--- src/rtl/zs_pkg.sv ---
package zs_pkg;
  typedef enum logic [2:0] {
    S_IDLE = 3'd0,
    S_PICK = 3'd1,
    S_CONV = 3'd2,
    S_WAIT = 3'd3,
    S_CAPT = 3'd4,
    S_FIN  = 3'd5
  } zs_state_e;

  localparam logic KIND_CHARGE = 1'b0;
  localparam logic KIND_TIME   = 1'b1;

  // Cycles from accepted start to done for a given hit count
  function automatic int unsigned zs_event_cycles(input int unsigned hits,
                                                  input int unsigned conv);
    return 2 + hits * (2 * conv + 5);
  endfunction
endpackage

--- src/rtl/zs_lsb_pick.sv ---
module zs_lsb_pick #(
  parameter int N  = 32,
  parameter int IW = $clog2(N)
) (
  input  logic [N-1:0]  vec_i,
  output logic          found_o,
  output logic [IW-1:0] idx_o,
  output logic [N-1:0]  onehot_o
);
  always_comb begin
    idx_o = '0;
    for (int i = N - 1; i >= 0; i--) begin
      if (vec_i[i]) idx_o = IW'(i);
    end
  end

  assign onehot_o = vec_i & (~vec_i + N'(1));
  assign found_o  = |vec_i;

  always_comb begin
    a_onehot_r3: assert ($onehot0(onehot_o));
  end
endmodule

--- src/rtl/zs_conv_timer.sv ---
module zs_conv_timer #(
  parameter int CYC = 4,
  parameter int CW  = $clog2(CYC + 1)
) (
  input  logic clk,
  input  logic rst_n,
  input  logic load_i,
  output logic expire_o
);
  logic [CW-1:0] cnt_q;

  always_ff @(posedge clk) begin
    if (!rst_n)               cnt_q <= '0;
    else if (load_i)          cnt_q <= CW'(CYC);
    else if (cnt_q != '0)     cnt_q <= cnt_q - CW'(1);
  end

  assign expire_o = (cnt_q == CW'(1));

  // a new conversion never restarts a running interval
  p_no_reload_r5: assert property (@(posedge clk) disable iff (!rst_n)
    load_i |-> cnt_q == '0);
endmodule

--- src/rtl/zs_word_reg.sv ---
module zs_word_reg #(
  parameter int CHW = 5,
  parameter int DW  = 12,
  parameter int WW  = CHW + 1 + DW
) (
  input  logic           clk,
  input  logic           rst_n,
  input  logic           capt_i,
  input  logic [CHW-1:0] chan_i,
  input  logic           kind_i,
  input  logic [DW-1:0]  data_i,
  output logic           valid_o,
  output logic [WW-1:0]  word_o
);
  always_ff @(posedge clk) begin
    if (!rst_n) begin
      valid_o <= 1'b0;
      word_o  <= '0;
    end else begin
      valid_o <= capt_i;
      if (capt_i) word_o <= {chan_i, kind_i, data_i};
    end
  end

  // words are single-cycle pulses, one per capture
  p_word_pulse_r4: assert property (@(posedge clk) disable iff (!rst_n)
    valid_o |=> !valid_o);
endmodule

--- src/rtl/zsup_digitize_seq.sv ---
module zsup_digitize_seq #(
  parameter int NCH      = 32,
  parameter int DW       = 12,
  parameter int CONV_CYC = 4,
  localparam int CHW     = $clog2(NCH),
  localparam int WW      = CHW + 1 + DW
) (
  input  logic           clk,
  input  logic           rst_n,
  input  logic           start_i,
  input  logic [NCH-1:0] hit_map_i,
  input  logic [DW-1:0]  adc_data_i,
  output logic [CHW-1:0] adc_chan_o,
  output logic           adc_kind_o,
  output logic           adc_convert_o,
  output logic           word_valid_o,
  output logic [WW-1:0]  word_o,
  output logic           busy_o,
  output logic           done_o
);
  import zs_pkg::*;

  zs_state_e      st_q;
  logic [NCH-1:0] rem_q;
  logic [CHW-1:0] chan_q;
  logic           kind_q;
  logic           busy_q;
  logic           done_q;

  logic           pick_found;
  logic [CHW-1:0] pick_idx;
  logic [NCH-1:0] pick_onehot;
  logic           conv_expire;

  // named internal events
  logic start_take, pick_fire, series_end, conv_fire, capt_fire;
  assign start_take = start_i && (st_q == S_IDLE);
  assign pick_fire  = (st_q == S_PICK) && pick_found;
  assign series_end = (st_q == S_PICK) && !pick_found;
  assign conv_fire  = (st_q == S_CONV);
  assign capt_fire  = (st_q == S_CAPT);

  zs_lsb_pick #(.N(NCH), .IW(CHW)) u_pick (
    .vec_i   (rem_q),
    .found_o (pick_found),
    .idx_o   (pick_idx),
    .onehot_o(pick_onehot)
  );

  zs_conv_timer #(.CYC(CONV_CYC)) u_timer (
    .clk     (clk),
    .rst_n   (rst_n),
    .load_i  (conv_fire),
    .expire_o(conv_expire)
  );

  zs_word_reg #(.CHW(CHW), .DW(DW)) u_word (
    .clk    (clk),
    .rst_n  (rst_n),
    .capt_i (capt_fire),
    .chan_i (chan_q),
    .kind_i (kind_q),
    .data_i (adc_data_i),
    .valid_o(word_valid_o),
    .word_o (word_o)
  );

  always_ff @(posedge clk) begin
    if (!rst_n) begin
      st_q   <= S_IDLE;
      rem_q  <= '0;
      chan_q <= '0;
      kind_q <= KIND_CHARGE;
      busy_q <= 1'b0;
      done_q <= 1'b0;
    end else begin
      done_q <= (st_q == S_FIN);
      unique case (st_q)
        S_IDLE: if (start_take) begin
          rem_q  <= hit_map_i;
          busy_q <= 1'b1;
          st_q   <= S_PICK;
        end
        S_PICK: if (pick_found) begin
          chan_q <= pick_idx;
          kind_q <= KIND_CHARGE;
          rem_q  <= rem_q & ~pick_onehot;
          st_q   <= S_CONV;
        end else begin
          st_q <= S_FIN;
        end
        S_CONV: st_q <= S_WAIT;
        S_WAIT: if (conv_expire) st_q <= S_CAPT;
        S_CAPT: if (kind_q == KIND_CHARGE) begin
          kind_q <= KIND_TIME;
          st_q   <= S_CONV;
        end else begin
          st_q <= S_PICK;
        end
        S_FIN: begin
          busy_q <= 1'b0;
          st_q   <= S_IDLE;
        end
        default: st_q <= S_IDLE;
      endcase
    end
  end

  assign adc_chan_o    = chan_q;
  assign adc_kind_o    = kind_q;
  assign adc_convert_o = conv_fire;
  assign busy_o        = busy_q;
  assign done_o        = done_q;

  // strobe lasts one cycle
  p_conv_pulse_r5: assert property (@(posedge clk) disable iff (!rst_n)
    adc_convert_o |=> !adc_convert_o);
  // select lines steady while the converter works
  p_sel_stable_r5: assert property (@(posedge clk) disable iff (!rst_n)
    (st_q == S_WAIT || st_q == S_CAPT) |-> $stable(adc_chan_o) && $stable(adc_kind_o));
  // conversions and words only inside an event
  p_conv_in_busy_r2: assert property (@(posedge clk) disable iff (!rst_n)
    (adc_convert_o || word_valid_o) |-> busy_o);
  // each pick retires exactly one flagged channel
  p_rem_shrinks_r2: assert property (@(posedge clk) disable iff (!rst_n)
    pick_fire |=> $countones(rem_q) == $countones($past(rem_q)) - 1);
  // next channel lies above the one just finished
  p_ascending_r3: assert property (@(posedge clk) disable iff (!rst_n)
    (pick_fire && $past(st_q) == S_CAPT) |-> pick_idx > chan_q);
  // an exhausted map ends the series at once
  p_series_end_r6: assert property (@(posedge clk) disable iff (!rst_n)
    series_end |=> !adc_convert_o ##1 done_o);
  // busy falls only together with done
  p_busy_done_r8: assert property (@(posedge clk) disable iff (!rst_n)
    $fell(busy_o) |-> done_o);
  // a start during an event leaves the remaining map alone
  p_start_ignored_r8: assert property (@(posedge clk) disable iff (!rst_n)
    (start_i && st_q != S_IDLE && st_q != S_PICK) |=> rem_q == $past(rem_q));
endmodule

--- config.mk ---
export PLATFORM = sky130hd
export DESIGN_NAME = zsup_digitize_seq
export DESIGN_NICKNAME = d
export VERILOG_FILES = /design/src/rtl/zs_pkg.sv /design/src/rtl/zs_lsb_pick.sv /design/src/rtl/zs_conv_timer.sv /design/src/rtl/zs_word_reg.sv /design/src/rtl/zsup_digitize_seq.sv
export SDC_FILE = /design/constraint.sdc
export NUM_CORES = 1
export LEC_CHECK = 0
export BUFFER_PORTS_ARGS = -buffer_cell sky130_fd_sc_hd__buf_4
export CELL_PAD_IN_SITES_DETAIL_PLACEMENT = 1
export CELL_PAD_IN_SITES_GLOBAL_PLACEMENT = 2
export CORE_MARGIN = 1.5
export CORE_UTILIZATION = 33
export DETAILED_ROUTE_END_ITERATION = 6
export MAX_ROUTING_LAYER = met4
export PLACE_DENSITY = 0.9
export SYNTH_ARGS = -nofsm -noshare
export SYNTH_HDL_FRONTEND = slang
export SYNTH_HIERARCHICAL = 1
export SYNTH_SLANG_ARGS = --single-unit
--- constraint.sdc ---
create_clock -name clk -period 3.1 [get_ports clk]
set_input_delay 0.465 -clock clk [delete_from_list [all_inputs] [get_ports clk]]
set_output_delay 0.465 -clock clk [all_outputs]
set_load 0.005 [all_outputs]
==> results of run 1 <==
[final timing paths]
check / startpoint / to / slack, ps / cells after the start
max: rem_q[2] / rem_q[10] / 480 / 8
min: hit_map_i[22] / rem_q[22] / 310 / 2
max reg2reg: rem_q[2] / rem_q[10] / 480 / 8
min reg2reg: busy_o / busy_o / 520 / 2
[cells in the final DEF (no fill, tap or decap), types with 2 or more instances in the layout]
cell        netlist  final
a2111oi_2         2      2
a211oi_1          4      4
a21boi_0          2      2
a21oi_1           7      7
a31oi_1           2      2
a32o_1           32     32
and2_1            5      5
and3_1           41     41
and3b_1           2      2
buf_4             2     82
bufinv_16         0      2
clkbuf_1         10      2
clkbuf_8          0      9
clkinvlp_4        0      2
dfxtp_1          65     65
ha_1              3      3
inv_1            14     14
mux2i_1          23     23
nand2_1          10     10
nand2b_1          3      3
nand3_1           3      3
nor2_1           16     16
nor2b_1          30     30
nor3_1            8      8
nor3b_1           5      5
nor4_1            8      8
nor4b_2           4      4
o21ai_0          27     27
o21ai_1          11     11
o21bai_1          3      3
o31ai_1           2      2
or3_1             3      3
or4_1             2      2
[power by group]
| part | internal (mW) | total [mW] | switching, mW |
|---|---|---|---|
| registers | 0.949 | 1.11 | 0.159 |
| clock network | 0.452 | 0.800 | 0.348 |
| logic | 0.471 | 1.08 | 0.605 |
[sequential cells by signal, summed over array words and instances, names as in the netlist]
register        cells
u_word/valid_o      1
u_timer/cnt_q       3
adc_chan_o          5
done_o              1
adc_kind_o          1
st_q                3
busy_o              1
u_word/word_o      18
rem_q              32
[logic make-up after synthesis]
logic type	count (synthesis)	synth area share, %
AOI/OAI and AO/OA	101	21.2
adders and majority gates	3	1.03
DFF	65	35.6
xor gates and xnor gates	1	0.240
muxes	23	6.29
buffers and inverters	45	7.22
and+or+nand+nor	158	28.5
[worst register-to-register path: cells and delay by family (launching register included)]
family,cells,cell delay [ps]
AOI/OAI and AO/OA,2,360
buffers and inverters,1,290
DFF,1,380
and+or+nand+nor,5,1550
[cell usage after synthesis, drive strengths merged (2+ instances only)]
library cell  instances
o21ai                39
a211oi                4
nor4                 10
buf                  14
nor2b                31
a21boi                2
o31ai                 2
a32o                 32
o311ai                2
a31oi                 2
inv                  15
or4                   3
nor4b                 5
nand2                10
nand3                 4
nor3                  8
and3                 41
nand2b                4
ha                    3
a2111oi               2
mux2i                23
or3                   4
clkbuf               16
and3b                 3
nor2                 17
dfxtp                65
and2                  6
a21oi                 7
nand4                 2
nor3b                 6
o21bai                3
[layer usage]
metal  up-vias  GRT usage [%]  part of all wire [%]
met2        59           31.1                    49
met5         -              -                     0
li1       1608              -                     -
met1      1635           23.3                    46
met4         0           6.48                   1.5
met3        11           3.74                   3.6
[layout make-up]
class / instances / area, sq um
fill: 1277 / 6380
multi-input combinational: 286 / 2100
sequential: 65 / 1300
timing repair buffer: 82 / 616
tap: 140 / 175
clock buffer: 11 / 131
clock inverter: 5 / 80.1
inverter: 15 / 56.3
[per-stage QoR]
stage	cells	hold WS [ps]	cell area, sq um
finish	604	314	4460
detailed placement	588	506	4250
CTS	604	305	4460
global placement	588	495	4250
floorplan	396	483	3660
global route	604	303	4460
==> results.tsv, run 1 <==
metric	value	unit
synth_cell_types	63	
wire_per_inst	17.0	um
post_cts_resized	0	
ant_nets	0	
cp-end-kind	register	
cp_max_fo	34	
finClkSkew	7.99	ps
netlist_top_cells_area	dfxtp_1, a32o_1, and3_1	
drt_wl_total	10.3	mm
cp.required	3400	ps
finalWorstSetupSlack	477	ps
cp_cell_sequence	nor4_4, and3_1, and3_1, nand3_1, buf_4, and3_1, o21ai_0, a32o_1	
die_y	108	um
hold_buffers	0	
syn_inst	396	
cts_sinks	65	
cp.arrival	2920	ps
drive_gt1_share	25.9	%
drtIter0Drc	157	
pre_cts_slack	513	ps
io_pins	75	
viasPerCell	5.49	
die-area	11700	sq um
ctsHtreeMaxLevel	3	
hold_class	in -> reg	
syn_avg_cell_area	9.24	sq um
fin_nets	509	
ys_ff_latch	65	
relSlewSlack	49.7	%
critPathSlowestCell	nor4_4	
diodes	0	
dieWidth	108	um
power	2.98	mW
gp_congestion	0.810	
start_util	33.7	%
fin_crit_sh	84.6	%
ys_warn_count	6	
p_leak	1.81	nW
ys.flop_type	dfxtp_1	
hpwl	7.23	mm
report.final.slew_viol_count	0	
seq_area_frac_synth	35.6	%
vias	3313	
outcome	completed	
path_clk_slew	70	ps
hold_viol	0	
crit_path_start_kind	register	
final-setup-viol-count	0	
tns	0	ps
fin_util	41.1	%
path_common_cell	and3_1	
p_per_area	670	nW/um^2
cts_root_buffer	clkbuf_8	
io_buffers	74	
drv_cap	0	
synth-edff-count	0	
yosys.area.top_type	dfxtp_1	
critPathMaxStageDelay	460	ps
cts_setup_buffers	0	
numCtsBuffers	9	
overflow	0	
async_flop_share	0	%
path_buf_inv	1	
grt_max_degree	36	
drc	0	
synth_area	3660	sq um
path_class	reg -> reg	
synth_nets	446	
clockBufferDepth	2	
grt_pass1_vias	3442	
grt_use_total	19.0	%
synth_top_area_share	35.6	%
grt_pass1_wl	16.9	mm
dr.pass1.iters	4	
critPathTopFamily	simple AND/OR/NAND/NOR gates	
tightest_slew	748	ps
core	10800	sq um
fin_crit	2620	ps
clk_latency	360	ps
antenna_found_initial	0	
vdd_ir_drop_max	208	uV
area_delta_synth_final	21.9	%
cts_tree	yes	
rsz0062_at_grt	no	
rows	38	
fmax	381	MHz
(Power assumes the default switching activity.)
==> inputs of run 2 (changes only) <==
CORE_UTILIZATION = 30   (was 33)
PLACE_DENSITY = 0.87   (was 0.9)
clock period = 2.4 ns   (was 3.1 ns; I/O delays follow)
==> run 2 against run 1 <==
Net effect:
- maximum frequency grew 13%
- final cell count grew 4.6%
- core utilization shrank 1.6 points
- combinational power grew 48%
- register-to-register slack lost 400 ps
- die area grew 9.7%
- power grew 43%
- count of clock-buffer cells in the layout shrank 1
- critical endpoint is now rem_q[6]
==> results.tsv, run 2 (same netlist as run 1, synthesis figures left out) <==
metric	value	unit	change
grt_pass1_vias	3568		+3.7%
report.final.slew_viol_count	0		unchanged
dp.cells	616		+4.8%
path_clk_slew	60	ps	about the same
viasPerCell	5.43		-0.94%
cts_root_buffer	clkbuf_16		
rsz0062_at_grt	yes		
overflow	0		unchanged
wire_per_inst	17.8	um	+4.7%
final_common_cell	buf_4		
vias	3434		+3.7%
cp_cell_sequence	or4_4, and3b_2, and3_2, nand3_2, buf_12, and3_1, o21ai_0, a32o_1		
fillers	1379		+8.0%
hold_buffers	0		unchanged
drtIter0Drc	158		+0.64%
area_delta_synth_final	29.1	%	
dieWidth	113	um	+4.7%
register_area	1300	sq um	unchanged
stdcell_count	632		+4.6%
dr.pass1.iters	4		unchanged
dpl_cell_area	4410	sq um	+3.9%
cp.required	2660	ps	-740 ps
relSlewSlack	54.0	%	+4.3 points
p_per_area	901	nW/um^2	+35%
numCtsBuffers	9		unchanged
cp.arrival	2590	ps	-330 ps
cts_sinks	65		unchanged
clk_latency	330	ps	-30 ps
tightest_slew	688	ps	-59.8 ps
cp_max_fo	34		unchanged
critPathMaxStageDelay	560	ps	+100 ps
die_y	113	um	+4.7%
diodes	0		unchanged
hpwl	7.70	mm	+6.5%
p_leak	1.96	nW	+8.3%
layout_common_cells	buf_4, dfxtp_1, and3_1, a32o_1, nor2b_1		
hold_viol	0		unchanged
grt_pass1_wl	18.4	mm	+9.0%
multiInputGateArea	2110	sq um	+0.78%
io_buffers	74		unchanged
final-setup-viol-count	0		unchanged
rows	40		+5.3%
power	4.25	mW	+43%
largest-register	rem_q		
hold_class	in -> reg		
fmax	431	MHz	+13%
critPathSlowestCell	or4_4		
fin_area	4720	sq um	+5.9%
ant_nets	0		unchanged
clockBufferDepth	2		unchanged
io_pins	75		unchanged
fin_crit	2320	ps	-300 ps
drv_cap	0		unchanged
path_class	reg -> reg		
largest_register_ffs	32		unchanged
cp-end-kind	register		
fin_nets	530		+4.1%
finClkSkew	5.76	ps	-2.23 ps
outcome	completed		
die-area	12900	sq um	+9.7%
antenna_found_initial	0		unchanged
drive_gt1_share	30.1	%	+4.2 points
ctsHtreeMaxLevel	3		unchanged
drt_wl_total	11.3	mm	+9.5%
fin_crit_sh	96.8	%	+12 points
gp_congestion	0.786		-3.0%
start_util	30.6	%	-3.2 points
cts_tree	yes		
vdd_ir_drop_max	331	uV	+59%
grt_max_degree	37		+2.8%
core	12000	sq um	+10%
drc	0		unchanged
cts_setup_buffers	0		unchanged
grt_use_total	18.5	%	-0.51 points
crit_path_start_kind	register		
[run 2: cell types whose count changed in the layout (fill, tap and decap cells not counted), sizes merged]
cell	before	now
buf	82	103
clkbuf	11	10
bufinv	2	0
clkinv	1	3
inv	15	16
[run 2: repair_timing]
action                                 in CTS  in global routing
resized for setup                           1                  6
setup endpoints to repair                   1                 18
endpoints found under the hold margin       0                  0
[run 2: through the flow]
| stage | hold WS (ps) | setup WS (ps) | TNS (ps) | utilization [%] |
|---|---|---|---|---|
| 6_report | 240 | 77.7 | 0 | 39.5 |
| 5_1_grt | 235 | -10.2 | -13.4 | 39.5 |
| 4_1_cts | 230 | 13.3 | 0 | 39.3 |
| 3_5_place_dp | 509 | 40.6 | 0 | 36.9 |
| 3_3_place_gp | 495 | 178 | 0 | 36.9 |
| 2_1_floorplan | 483 | 74.8 | 0 | - |
[run 2: layout make-up]
type | instances | area share (%)
clock buffer | 10 | 5.06
clock inverter | 6 | 0.901
inverter | 15 | 1.19
multi-input combinational | 286 | 44.8
sequential | 65 | 27.5
tap | 147 | 3.89
timing repair buffer | 103 | 16.6
[run 2: critical path: cells and delay by family (launching register included)]
family,cells,cell delay (ps)
flip-flops,1,320
AND/OR/NAND/NOR,5,1370
buffers and inverters,1,190
AO/OA/AOI/OAI,2,380
[run 2: worst paths after layout]
path,cells past startpoint,start,to,slack [ps]
setup / recovery,8,rem_q[19],rem_q[6],80
hold / removal,2,hit_map_i[29],rem_q[29],240
setup reg to reg,8,rem_q[19],rem_q[6],80
hold reg to reg,2,busy_o,busy_o,520
[run 2: routing by layer]
metal  up-vias  routed length [um]  track usage, %
li1       1654                   -               -
met1      1697                5090            23.0
met4         0                 168            5.75
met2        70                5640            30.7
met3        13                 368            3.03
met5         -                   0               -
[run 2: power by group]
group | leakage (nW) | switching (mW) | internal, mW | total, mW
clock network | 0.135 | 0.513 | 0.729 | 1.24
logic | 1.29 | 0.863 | 0.732 | 1.60
registers | 0.530 | 0.190 | 1.23 | 1.42
total | 1.96 | 1.57 | 2.69 | 4.25
